===== src/rtl/ckgc_pkg.sv =====
package ckgc_pkg;
   typedef enum logic [0:0] {
      OP_CKPT = 1'b0,
      OP_RBK  = 1'b1
   } op_e;

   typedef enum logic [2:0] {
      ST_IDLE,
      ST_CLOSE,
      ST_QUERY,
      ST_WAIT,
      ST_DONE
   } state_e;
endpackage


===== src/rtl/ckgc_closure.sv =====
module ckgc_closure #(
   parameter int N_PROC     = 8,
   parameter bit LATCH_MAPS = 1'b1,
   localparam int IDW       = $clog2(N_PROC),
   localparam int MW        = N_PROC * N_PROC
) (
   input  logic              clk,
   input  logic              rst_n,
   input  logic              load_i,
   input  logic              step_i,
   input  logic              rbk_i,
   input  logic [IDW-1:0]    seed_id_i,
   input  logic [MW-1:0]     prod_map_i,
   input  logic [MW-1:0]     cons_map_i,
   output logic [N_PROC-1:0] set_o,
   output logic [N_PROC-1:0] next_o,
   output logic              grown_o
);
   initial assert (N_PROC >= 2 && N_PROC <= 64)
      else $error("ckgc_closure: N_PROC out of range");

   logic [MW-1:0]     sel_map;
   logic [N_PROC-1:0] set_q;
   logic [N_PROC-1:0] row_hit [N_PROC];
   logic [N_PROC-1:0] next_set;

   generate
      if (LATCH_MAPS) begin : g_latched
         logic [MW-1:0] map_q;
         logic [MW-1:0] live_sel;
         assign live_sel = rbk_i ? cons_map_i : prod_map_i;
         always_ff @(posedge clk) begin
            if (!rst_n)      map_q <= '0;
            else if (load_i) map_q <= live_sel;
         end
         assign sel_map = map_q;
      end else begin : g_live
         logic rbk_q;
         always_ff @(posedge clk) begin
            if (!rst_n)      rbk_q <= 1'b0;
            else if (load_i) rbk_q <= rbk_i;
         end
         assign sel_map = rbk_q ? cons_map_i : prod_map_i;
      end
   endgenerate

   for (genvar gi = 0; gi < N_PROC; gi++) begin : g_row
      assign row_hit[gi] = set_q[gi] ? sel_map[gi*N_PROC +: N_PROC] : '0;
   end

   always_comb begin
      next_set = set_q;
      for (int i = 0; i < N_PROC; i++) next_set = next_set | row_hit[i];
   end

   always_ff @(posedge clk) begin
      if (!rst_n)      set_q <= '0;
      else if (load_i) set_q <= {{(N_PROC-1){1'b0}}, 1'b1} << seed_id_i;
      else if (step_i) set_q <= next_set;
   end

   assign set_o   = set_q;
   assign next_o  = next_set;
   assign grown_o = (next_set != set_q);

   // an expansion step never drops a member already in the set
   p_set_monotonic_r2: assert property (@(posedge clk) disable iff (!rst_n)
      (step_i && !load_i) |=> ((set_q & $past(set_q)) == $past(set_q)));
endmodule


===== src/rtl/ckgc_collect.sv =====
module ckgc_collect #(
   parameter int N_PROC = 8
) (
   input  logic              clk,
   input  logic              rst_n,
   input  logic              arm_i,
   input  logic              open_i,
   input  logic              strict_i,
   input  logic [N_PROC-1:0] group_i,
   input  logic [N_PROC-1:0] rsp_valid_i,
   input  logic [N_PROC-1:0] rsp_accept_i,
   output logic              decline_o,
   output logic              all_in_o
);
   logic [N_PROC-1:0] pend_q;
   logic [N_PROC-1:0] pend_left;
   logic [N_PROC-1:0] refused;

   assign pend_left = pend_q & ~rsp_valid_i;
   assign refused   = pend_q & rsp_valid_i & ~rsp_accept_i;
   assign decline_o = open_i && strict_i && (refused != '0);
   assign all_in_o  = open_i && (pend_left == '0);

   always_ff @(posedge clk) begin
      if (!rst_n)      pend_q <= '0;
      else if (arm_i)  pend_q <= group_i;
      else if (open_i) pend_q <= pend_left;
   end

   // outside arming, the outstanding set only shrinks
   p_pending_shrinks_r9: assert property (@(posedge clk) disable iff (!rst_n)
      !arm_i |=> ((pend_q & ~$past(pend_q)) == '0));
endmodule


===== src/rtl/ckgc_top.sv =====
module ckgc_top
   import ckgc_pkg::*;
#(
   parameter int N_PROC     = 8,
   parameter bit LATCH_MAPS = 1'b1,
   localparam int IDW       = $clog2(N_PROC),
   localparam int MW        = N_PROC * N_PROC
) (
   input  logic              clk,
   input  logic              rst_n,
   input  logic              start_i,
   input  logic              op_i,
   input  logic [IDW-1:0]    init_id_i,
   input  logic [MW-1:0]     prod_map_i,
   input  logic [MW-1:0]     cons_map_i,
   input  logic [N_PROC-1:0] rsp_valid_i,
   input  logic [N_PROC-1:0] rsp_accept_i,
   output logic [N_PROC-1:0] query_o,
   output logic [N_PROC-1:0] commit_o,
   output logic [N_PROC-1:0] abort_o,
   output logic [N_PROC-1:0] group_o,
   output logic              busy_o,
   output logic              done_o,
   output logic              result_o
);
   initial assert (N_PROC >= 2 && N_PROC <= 64)
      else $error("ckgc_top: N_PROC out of range");

   state_e            st_q;
   op_e               op_q;
   logic [IDW-1:0]    init_q;
   logic [IDW-1:0]    iter_q;
   logic [N_PROC-1:0] group_q;
   logic              res_q;

   logic              load, step, close_end;
   logic [N_PROC-1:0] set_w, next_w;
   logic              grown_w, decline_w, all_in_w;

   assign load      = (st_q == ST_IDLE) && start_i;
   assign step      = (st_q == ST_CLOSE);
   assign close_end = step && (!grown_w || iter_q == IDW'(N_PROC-1));

   ckgc_closure #(.N_PROC(N_PROC), .LATCH_MAPS(LATCH_MAPS)) u_closure (
      .clk        (clk),
      .rst_n      (rst_n),
      .load_i     (load),
      .step_i     (step),
      .rbk_i      (op_i),
      .seed_id_i  (init_id_i),
      .prod_map_i (prod_map_i),
      .cons_map_i (cons_map_i),
      .set_o      (set_w),
      .next_o     (next_w),
      .grown_o    (grown_w)
   );

   ckgc_collect #(.N_PROC(N_PROC)) u_collect (
      .clk          (clk),
      .rst_n        (rst_n),
      .arm_i        (st_q == ST_QUERY),
      .open_i       (st_q == ST_WAIT),
      .strict_i     (op_q == OP_CKPT),
      .group_i      (group_q),
      .rsp_valid_i  (rsp_valid_i),
      .rsp_accept_i (rsp_accept_i),
      .decline_o    (decline_w),
      .all_in_o     (all_in_w)
   );

   always_ff @(posedge clk) begin
      if (!rst_n) begin
         st_q    <= ST_IDLE;
         op_q    <= OP_CKPT;
         init_q  <= '0;
         iter_q  <= '0;
         group_q <= '0;
         res_q   <= 1'b0;
      end else begin
         unique case (st_q)
            ST_IDLE: if (start_i) begin
               st_q   <= ST_CLOSE;
               op_q   <= op_e'(op_i);
               init_q <= init_id_i;
               iter_q <= '0;
            end
            ST_CLOSE: begin
               if (close_end) begin
                  group_q <= next_w;
                  st_q    <= ST_QUERY;
               end else begin
                  iter_q <= iter_q + 1'b1;
               end
            end
            ST_QUERY: st_q <= ST_WAIT;
            ST_WAIT: begin
               if (decline_w) begin
                  res_q <= 1'b0;
                  st_q  <= ST_DONE;
               end else if (all_in_w) begin
                  res_q <= 1'b1;
                  st_q  <= ST_DONE;
               end
            end
            ST_DONE: st_q <= ST_IDLE;
            default: st_q <= ST_IDLE;
         endcase
      end
   end

   assign query_o  = (st_q == ST_QUERY) ? group_q : '0;
   assign done_o   = (st_q == ST_DONE);
   assign result_o = done_o && res_q;
   assign commit_o = (done_o && res_q)  ? group_q : '0;
   assign abort_o  = (done_o && !res_q) ? group_q : '0;
   assign group_o  = group_q;
   assign busy_o   = (st_q != ST_IDLE);

   // completion is a single-cycle pulse
   p_done_pulse_r6: assert property (@(posedge clk) disable iff (!rst_n)
      done_o |=> !done_o);
   // the query strobe never lasts two cycles
   p_query_once_r5: assert property (@(posedge clk) disable iff (!rst_n)
      (query_o != '0) |=> (query_o == '0));
   // strobes reach members only, and never both kinds at once
   p_strobe_in_group_r7: assert property (@(posedge clk) disable iff (!rst_n)
      (((commit_o | abort_o) & ~group_o) == '0) && ((commit_o & abort_o) == '0));
   // a rollback never ends in abort
   p_rbk_no_abort_r8: assert property (@(posedge clk) disable iff (!rst_n)
      (done_o && op_q == OP_RBK) |-> result_o);
   // the initiator is always part of its own group
   p_init_member_r2: assert property (@(posedge clk) disable iff (!rst_n)
      (query_o != '0) |-> group_o[init_q]);
   // the closure set stays put while no start is accepted and no step runs
   p_busy_hold_r10: assert property (@(posedge clk) disable iff (!rst_n)
      (st_q == ST_WAIT) |=> $stable(set_w));
endmodule


===== config.mk =====
export PLATFORM = sky130hd
export DESIGN_NAME = ckgc_top
export DESIGN_NICKNAME = d
export VERILOG_FILES = /design/src/rtl/ckgc_pkg.sv /design/src/rtl/ckgc_closure.sv /design/src/rtl/ckgc_collect.sv /design/src/rtl/ckgc_top.sv
export SDC_FILE = /design/constraint.sdc
export NUM_CORES = 1
export LEC_CHECK = 0
export ABC_CLOCK_PERIOD_IN_PS = 6960
export BUFFER_PORTS_ARGS = -buffer_cell sky130_fd_sc_hd__buf_4
export CORE_MARGIN = 5
export CORE_UTILIZATION = 45
export DETAILED_ROUTE_END_ITERATION = 6
export PLACE_DENSITY = 0.75
export SETUP_SLACK_MARGIN = 0.1
export SLEW_MARGIN = 20
export SYNTH_ARGS = -nofsm -noshare
export SYNTH_HDL_FRONTEND = slang
export SYNTH_SLANG_ARGS = --single-unit

===== constraint.sdc =====
create_clock -name clk -period 6.96 [get_ports clk]
set_clock_uncertainty 0.2 [all_clocks]
set_input_delay 0.696 -clock clk [delete_from_list [all_inputs] [get_ports clk]]
set_output_delay 0.696 -clock clk [all_outputs]
set_load 0.005 [all_outputs]

=== After elaboration in Yosys (flattened, before gate mapping) ===
Index checks and enable logic that the tools add are counted.
Widths: inputs -> output; s select.

* Add/sub/neg operators: 1
* $mul: 0
* Div/mod/pow operators: 0
* Order comparisons: 0
* Eq/ne operators: 10
* Shifts and indexed selects: 1
* Muxes and demuxes: 26
* Bitwise gates (word level): 14
* Reduce and logical (&&, ||, !) cells: 23

{| class="wikitable"
|+ Operators with widths
! kind !! count
|-
| $mux 8 || 15
|-
| $mux 64 || 1
|-
| $or 8x8->8 || 8
|-
| $and 8x8->8 || 3
|-
| $mux 3 || 6
|-
| $not 8->8 || 2
|-
| $pmux 3 s4 || 1
|-
| $logic_not 8->1 || 1
|-
| $ne 8x8->1 || 1
|-
| $reduce_bool 2->1 || 4
|-
| $reduce_bool 8->1 || 1
|-
| $shl 1x3->8 const A || 1
|-
| $logic_and 1x1->1 || 7
|-
| $eq 3x2->1 const B || 2
|-
| $eq 3x3->1 const B || 2
|-
| $pmux 3 s2 || 1
|-
| $reduce_and 2->1 || 3
|-
| $reduce_and 3->1 || 2
|-
| $ne 2x2->1 const B || 2
|-
| $add 3x1->3 const B || 1
|-
| $eq 3x1->1 const B || 1
|-
| $logic_not 3->1 || 1
|-
| $ne 3x3->1 const B || 1
|-
| $reduce_bool 3->1 || 1
|-
| other kinds (5) || 7
|}

* Register bits after elaboration: 96
* Latch bits: 0
* Bits in writable memories: 0
* Bits in read-only memories: 0
* Bits of input ports: 151
* Output and inout bits: 35
* Word-level logic and storage cells: 83
* Memories: 0

=== Depth between registers and ports, before layout ===
* Word-level depth: 15
* Depth in mapped cells: 8
* Mapped depth without buffers: 7

=== Modules after synthesis ===
Synthesis repeated with hierarchy kept, for this count alone.

* Cell total of the unflattened synthesis: 548
* Area total of the unflattened synthesis: 4834.6 um^2

{| class="wikitable"
|+ By module, submodules not included
! module !! instances !! cells an instance !! area an instance (um^2) !! seq. area each (um^2)
|-
| ckgc_closure || 1 || 358 || 3403.3 || 1281.2
|-
| ckgc_top || 1 || 111 || 928.4 || 320.3
|-
| ckgc_collect || 1 || 79 || 503.0 || 160.2
|}

=== Worst setup path before layout ===
No wires, ideal clock.

* Path type: reg-to-reg
* Start point: register u_closure.set_q[7], in the netlist u_closure.set_o[7]
* End point: register group_q[5], in the netlist group_o[5]
* Setup time: 116 ps
* Arrival time: 1883 ps
* Data required time: 6644 ps
* Setup slack: 4760 ps
* Cell stages (with the launch flop): 9
* Buffers on the path: 1
* Period minus slack after synthesis: 2200 ps
* Path through: dfxtp_1 -> buf_6 -> a22o_1 -> a221oi_2 -> and3_1 -> a2bb2oi_2 -> a41oi_4 -> or4_1 -> o211a_1

* Longest elaborated chain between the ends: 13
* Elaborated cells between the ends (all ways): 14
* Classes of those cells: eq/ne (1); mux (1); bitwise (8); reduce/logical (4)

{| class="wikitable"
|+ Ends and longest elaborated chain
! what !! line !! source
|-
| start, declared || ckgc_closure.sv:23 || <nowiki>logic [N_PROC-1:0] set_q;</nowiki>
|-
| start signal, assigned || ckgc_closure.sv:58 || <nowiki>else if (load_i) set_q <= {{(N_PROC-1){1'b0}}, 1'b1} << seed_id_i;</nowiki>
|-
| start signal, assigned || ckgc_closure.sv:59 || <nowiki>else if (step_i) set_q <= next_set;</nowiki>
|-
| $or 8x8->8 (8 in a row) || ckgc_closure.sv:53 || <nowiki>for (int i = 0; i < N_PROC; i++) next_set = next_set | row_hit[i];</nowiki>
|-
| $ne 8x8->1 || ckgc_closure.sv:64 || <nowiki>assign grown_o = (next_set != set_q);</nowiki>
|-
| $logic_not 1->1 || ckgc_top.sv:42 || <nowiki>assign close_end = step && (!grown_w || iter_q == IDW'(N_PROC-1));</nowiki>
|-
| $logic_or 1x1->1 || ckgc_top.sv:42 ||
|-
| $logic_and 1x1->1 || ckgc_top.sv:42 ||
|-
| $reduce_and 2->1 (no line) || - ||
|-
| end signal, assigned || ckgc_top.sv:89 || <nowiki>group_q <= next_w;</nowiki>
|-
| end, declared || ckgc_top.sv:33 || <nowiki>logic [N_PROC-1:0] group_q;</nowiki>
|}

Parallel ways exist; a longest one is shown, timed or not.
A chain may end at the register's enable or synchronous reset.

=== Worst setup path after layout ===
* Start point: register st_q[0]
* End point: output port abort_o[2]

* Longest elaborated chain between the ends: 3

{| class="wikitable"
|+ Ends and longest elaborated chain
! what !! line !! source
|-
| start, declared || ckgc_top.sv:29 || <nowiki>state_e st_q;</nowiki>
|-
| start signal, assigned || ckgc_top.sv:73 || <nowiki>st_q <= ST_IDLE;</nowiki>
|-
| start signal, assigned || ckgc_top.sv:82 || <nowiki>st_q <= ST_CLOSE;</nowiki>
|-
| start signal, assigned || ckgc_top.sv:90 || <nowiki>st_q <= ST_QUERY;</nowiki>
|-
| $eq 3x3->1 || ckgc_top.sv:112 || <nowiki>assign done_o = (st_q == ST_DONE);</nowiki>
|-
| $logic_and 1x1->1 || ckgc_top.sv:115 || <nowiki>assign abort_o = (done_o && !res_q) ? group_q : '0;</nowiki>
|-
| $mux 8 || ckgc_top.sv:115 ||
|-
| end, declared || ckgc_top.sv:20 || <nowiki>output logic [N_PROC-1:0] abort_o,</nowiki>
|}

No other way between the ends.

==> reports/metrics.cfg <==
[die]
ios=186
initial_core_util_pct=45.9
core_area_um2=10200
dieArea_um2=12600
die_h_um=112
die_x_um=112
rows=37

[grt]
gr-total-overflow=0
grt_pass1_wl_mm=21.3
grt_pass1_vias=4299
antenna_found_initial=0
grtUsageTotal_pct=20.5
grt_max_degree=119

[clock_tree]
ctsHoldBuffers=0
root_buffer=clkbuf_8
cts_buffer_depth=2
post_cts_buffers=0
cts_tree=done
cts.sinks=88
clkSlewWorstSetupHoldPaths_ns=0.08
cts-resized-gates=0
cts_buffers=9
htree_levels=3
clock_latency_ns=0.36

[layout]
nFillCells=898
final_cell_mix=buf_4, dfxtp_1, nand2_1
layout.nets=804
finalNonFillerCells=791
drive_gt1_share_pct=29.3
layout_commonest_cell=buf_4
syn_to_final_growth_pct=31.3
insertedDiodeCount=0
final_cell_area_um2=6160

[sta]
tightest_slew_ns=1.08
hold_violations=0
drv_slew=0
relSlewSlack_pct=28.3
tns_ns=0
fmax_ghz=0.343
period_minus_slack_ns=2.92
setup_viol=0
rsz0062_at_grt=no
min_period_over_period_pct=41.9

[critical_path]
crit_path_end_kind=output port
rrSetupSlack_ns=4.27
crit_path_max_fanout=15
start_kind=register
worstPathArrival_ns=2.02
crit_type=reg -> out
required_ns=6.06

[synth]
yosysTopAreaCellShare_pct=37.5
synthTopCellsByArea=dfxtp_1, o211a_1, mux2i_1
synth_area_um2=4690
ys_types=48
synth-warning-count=0
syn_inst=517
synth_seq_cells=88
synth_top_area_cell=dfxtp_1
seq_area_frac_synth_pct=37.5
synth-edff-count=0
avgSynthCellArea_um2=9.08
syn-num-nets=670
synth_top_flop_cell=dfxtp_1
synthArstFlopShare_pct=0

[pwr]
power.density_nw_per_um2=311
p_leak_nw=3.31
ir_drop_mv=0.163

[placement]
post_dp_cell_area_um2=5930
dp_cells=776
place_congestion=0.861
hpwl_mm=9.92
io_buffers=169

[drt]
remaining_drc_errors=0
vias=4431
first_pass_iters=7
wl_per_cell_um=16.7
ant_nets=0
drt_wl_total_mm=13.2
first_iter_violations=390
vias_per_cell=5.60

[outcome]
status=finished, final reports clean

[job]
drv_cap=0

[min_path]
hold_class=reg -> reg

==> registers in the layout, indices dropped and copies added, names as in the netlist <==
name                       flops
group_o                        8
iter_q                         3
op_q                           1
res_q                          1
st_q                           3
u_closure.g_latched.map_q     56
u_closure.set_o                8
u_collect.pend_q               8
==> cells in the mapped netlist (all sizes together), types with 3 or more instances <==
cell	count
o21ai	5
inv	21
o32ai	3
nor2	17
nor4	4
buf	12
nand2	71
o221a	6
o211a	59
a21oi	18
a222oi	6
clkbuf	35
mux2i	56
nor4b	3
and2	28
a31oi	3
dfxtp	88
and3	5
o22ai	4
nor2b	3
or3	5
a22oi	14
nand3	7
o21a	11
==> final timing paths <==
check / start / endpoint / cells after the start
hold / removal: op_q / op_q / 2
setup reg to reg: st_q[0] / u_closure.g_latched.map_q[44] / 5
setup / recovery: st_q[0] / abort_o[2] / 5
hold reg to reg: op_q / op_q / 2
==> power breakdown <==
part / internal (mW) / leakage (nW) / switching, mW / total [mW]
logic: 0.330 / 2.47 / 0.380 / 0.710
registers: 0.646 / 0.724 / 0.161 / 0.807
clock network: 0.221 / 0.116 / 0.179 / 0.400
total: 1.20 / 3.31 / 0.719 / 1.92
==> critical path, cell delays in order (launching register included) <==
cell     delay [ns]
dfxtp_1        0.49
nor2_1         0.27
and2_1         0.17
nor2b_1        0.42
and2_1         0.20
buf_4          0.11
==> kinds of logic (layout without fill, tap and decap cells) <==
kind of cell	Yosys count	in the layout	synth area share (%)
muxes	56	56	11.9
AOI/OAI and AO/OA	148	148	27.6
adders and majority gates	2	2	0.533
buffers and inverters	68	206	6.13
and+or+nand+nor	155	155	16.3
DFF	88	88	37.5
==> cell type report <==
cell class / count / area, um2 / area share, %
Clock buffer: 11 / 151 / 2.46
Clock inverter: 4 / 77.6 / 1.26
Inverter: 21 / 78.8 / 1.28
Multi-Input combinational cell: 361 / 2650 / 42.9
Sequential cell: 88 / 1760 / 28.6
Tap cell: 136 / 170 / 2.76
Timing Repair Buffer: 170 / 1280 / 20.7
==> layer usage <==
metal  GRT usage, %  wire length, um  up-vias  share of wire, %
li1               -                -     2168                 -
met1           27.3             5780     2045                44
met2           31.7             5840      187                44
met3           5.18             1200       31               9.1
met4           8.73              397        0               3.0
met5              0                0        -                 0
==> metrics by stage <==
stage	utilization [%]	worst slack [ns]	power, mW	hold WS (ns)
6_report	60.2	4.04	1.92	0.258
3_3_place_gp	58.0	4.42	1.49	0.241
4_1_cts	60.2	4.06	1.92	0.262
5_1_grt	60.2	3.87	2.04	0.286
3_5_place_dp	58.0	4.33	1.52	0.252
2_1_floorplan	-	4.76	1.28	0.231
Power figures use the tool's default switching activity.
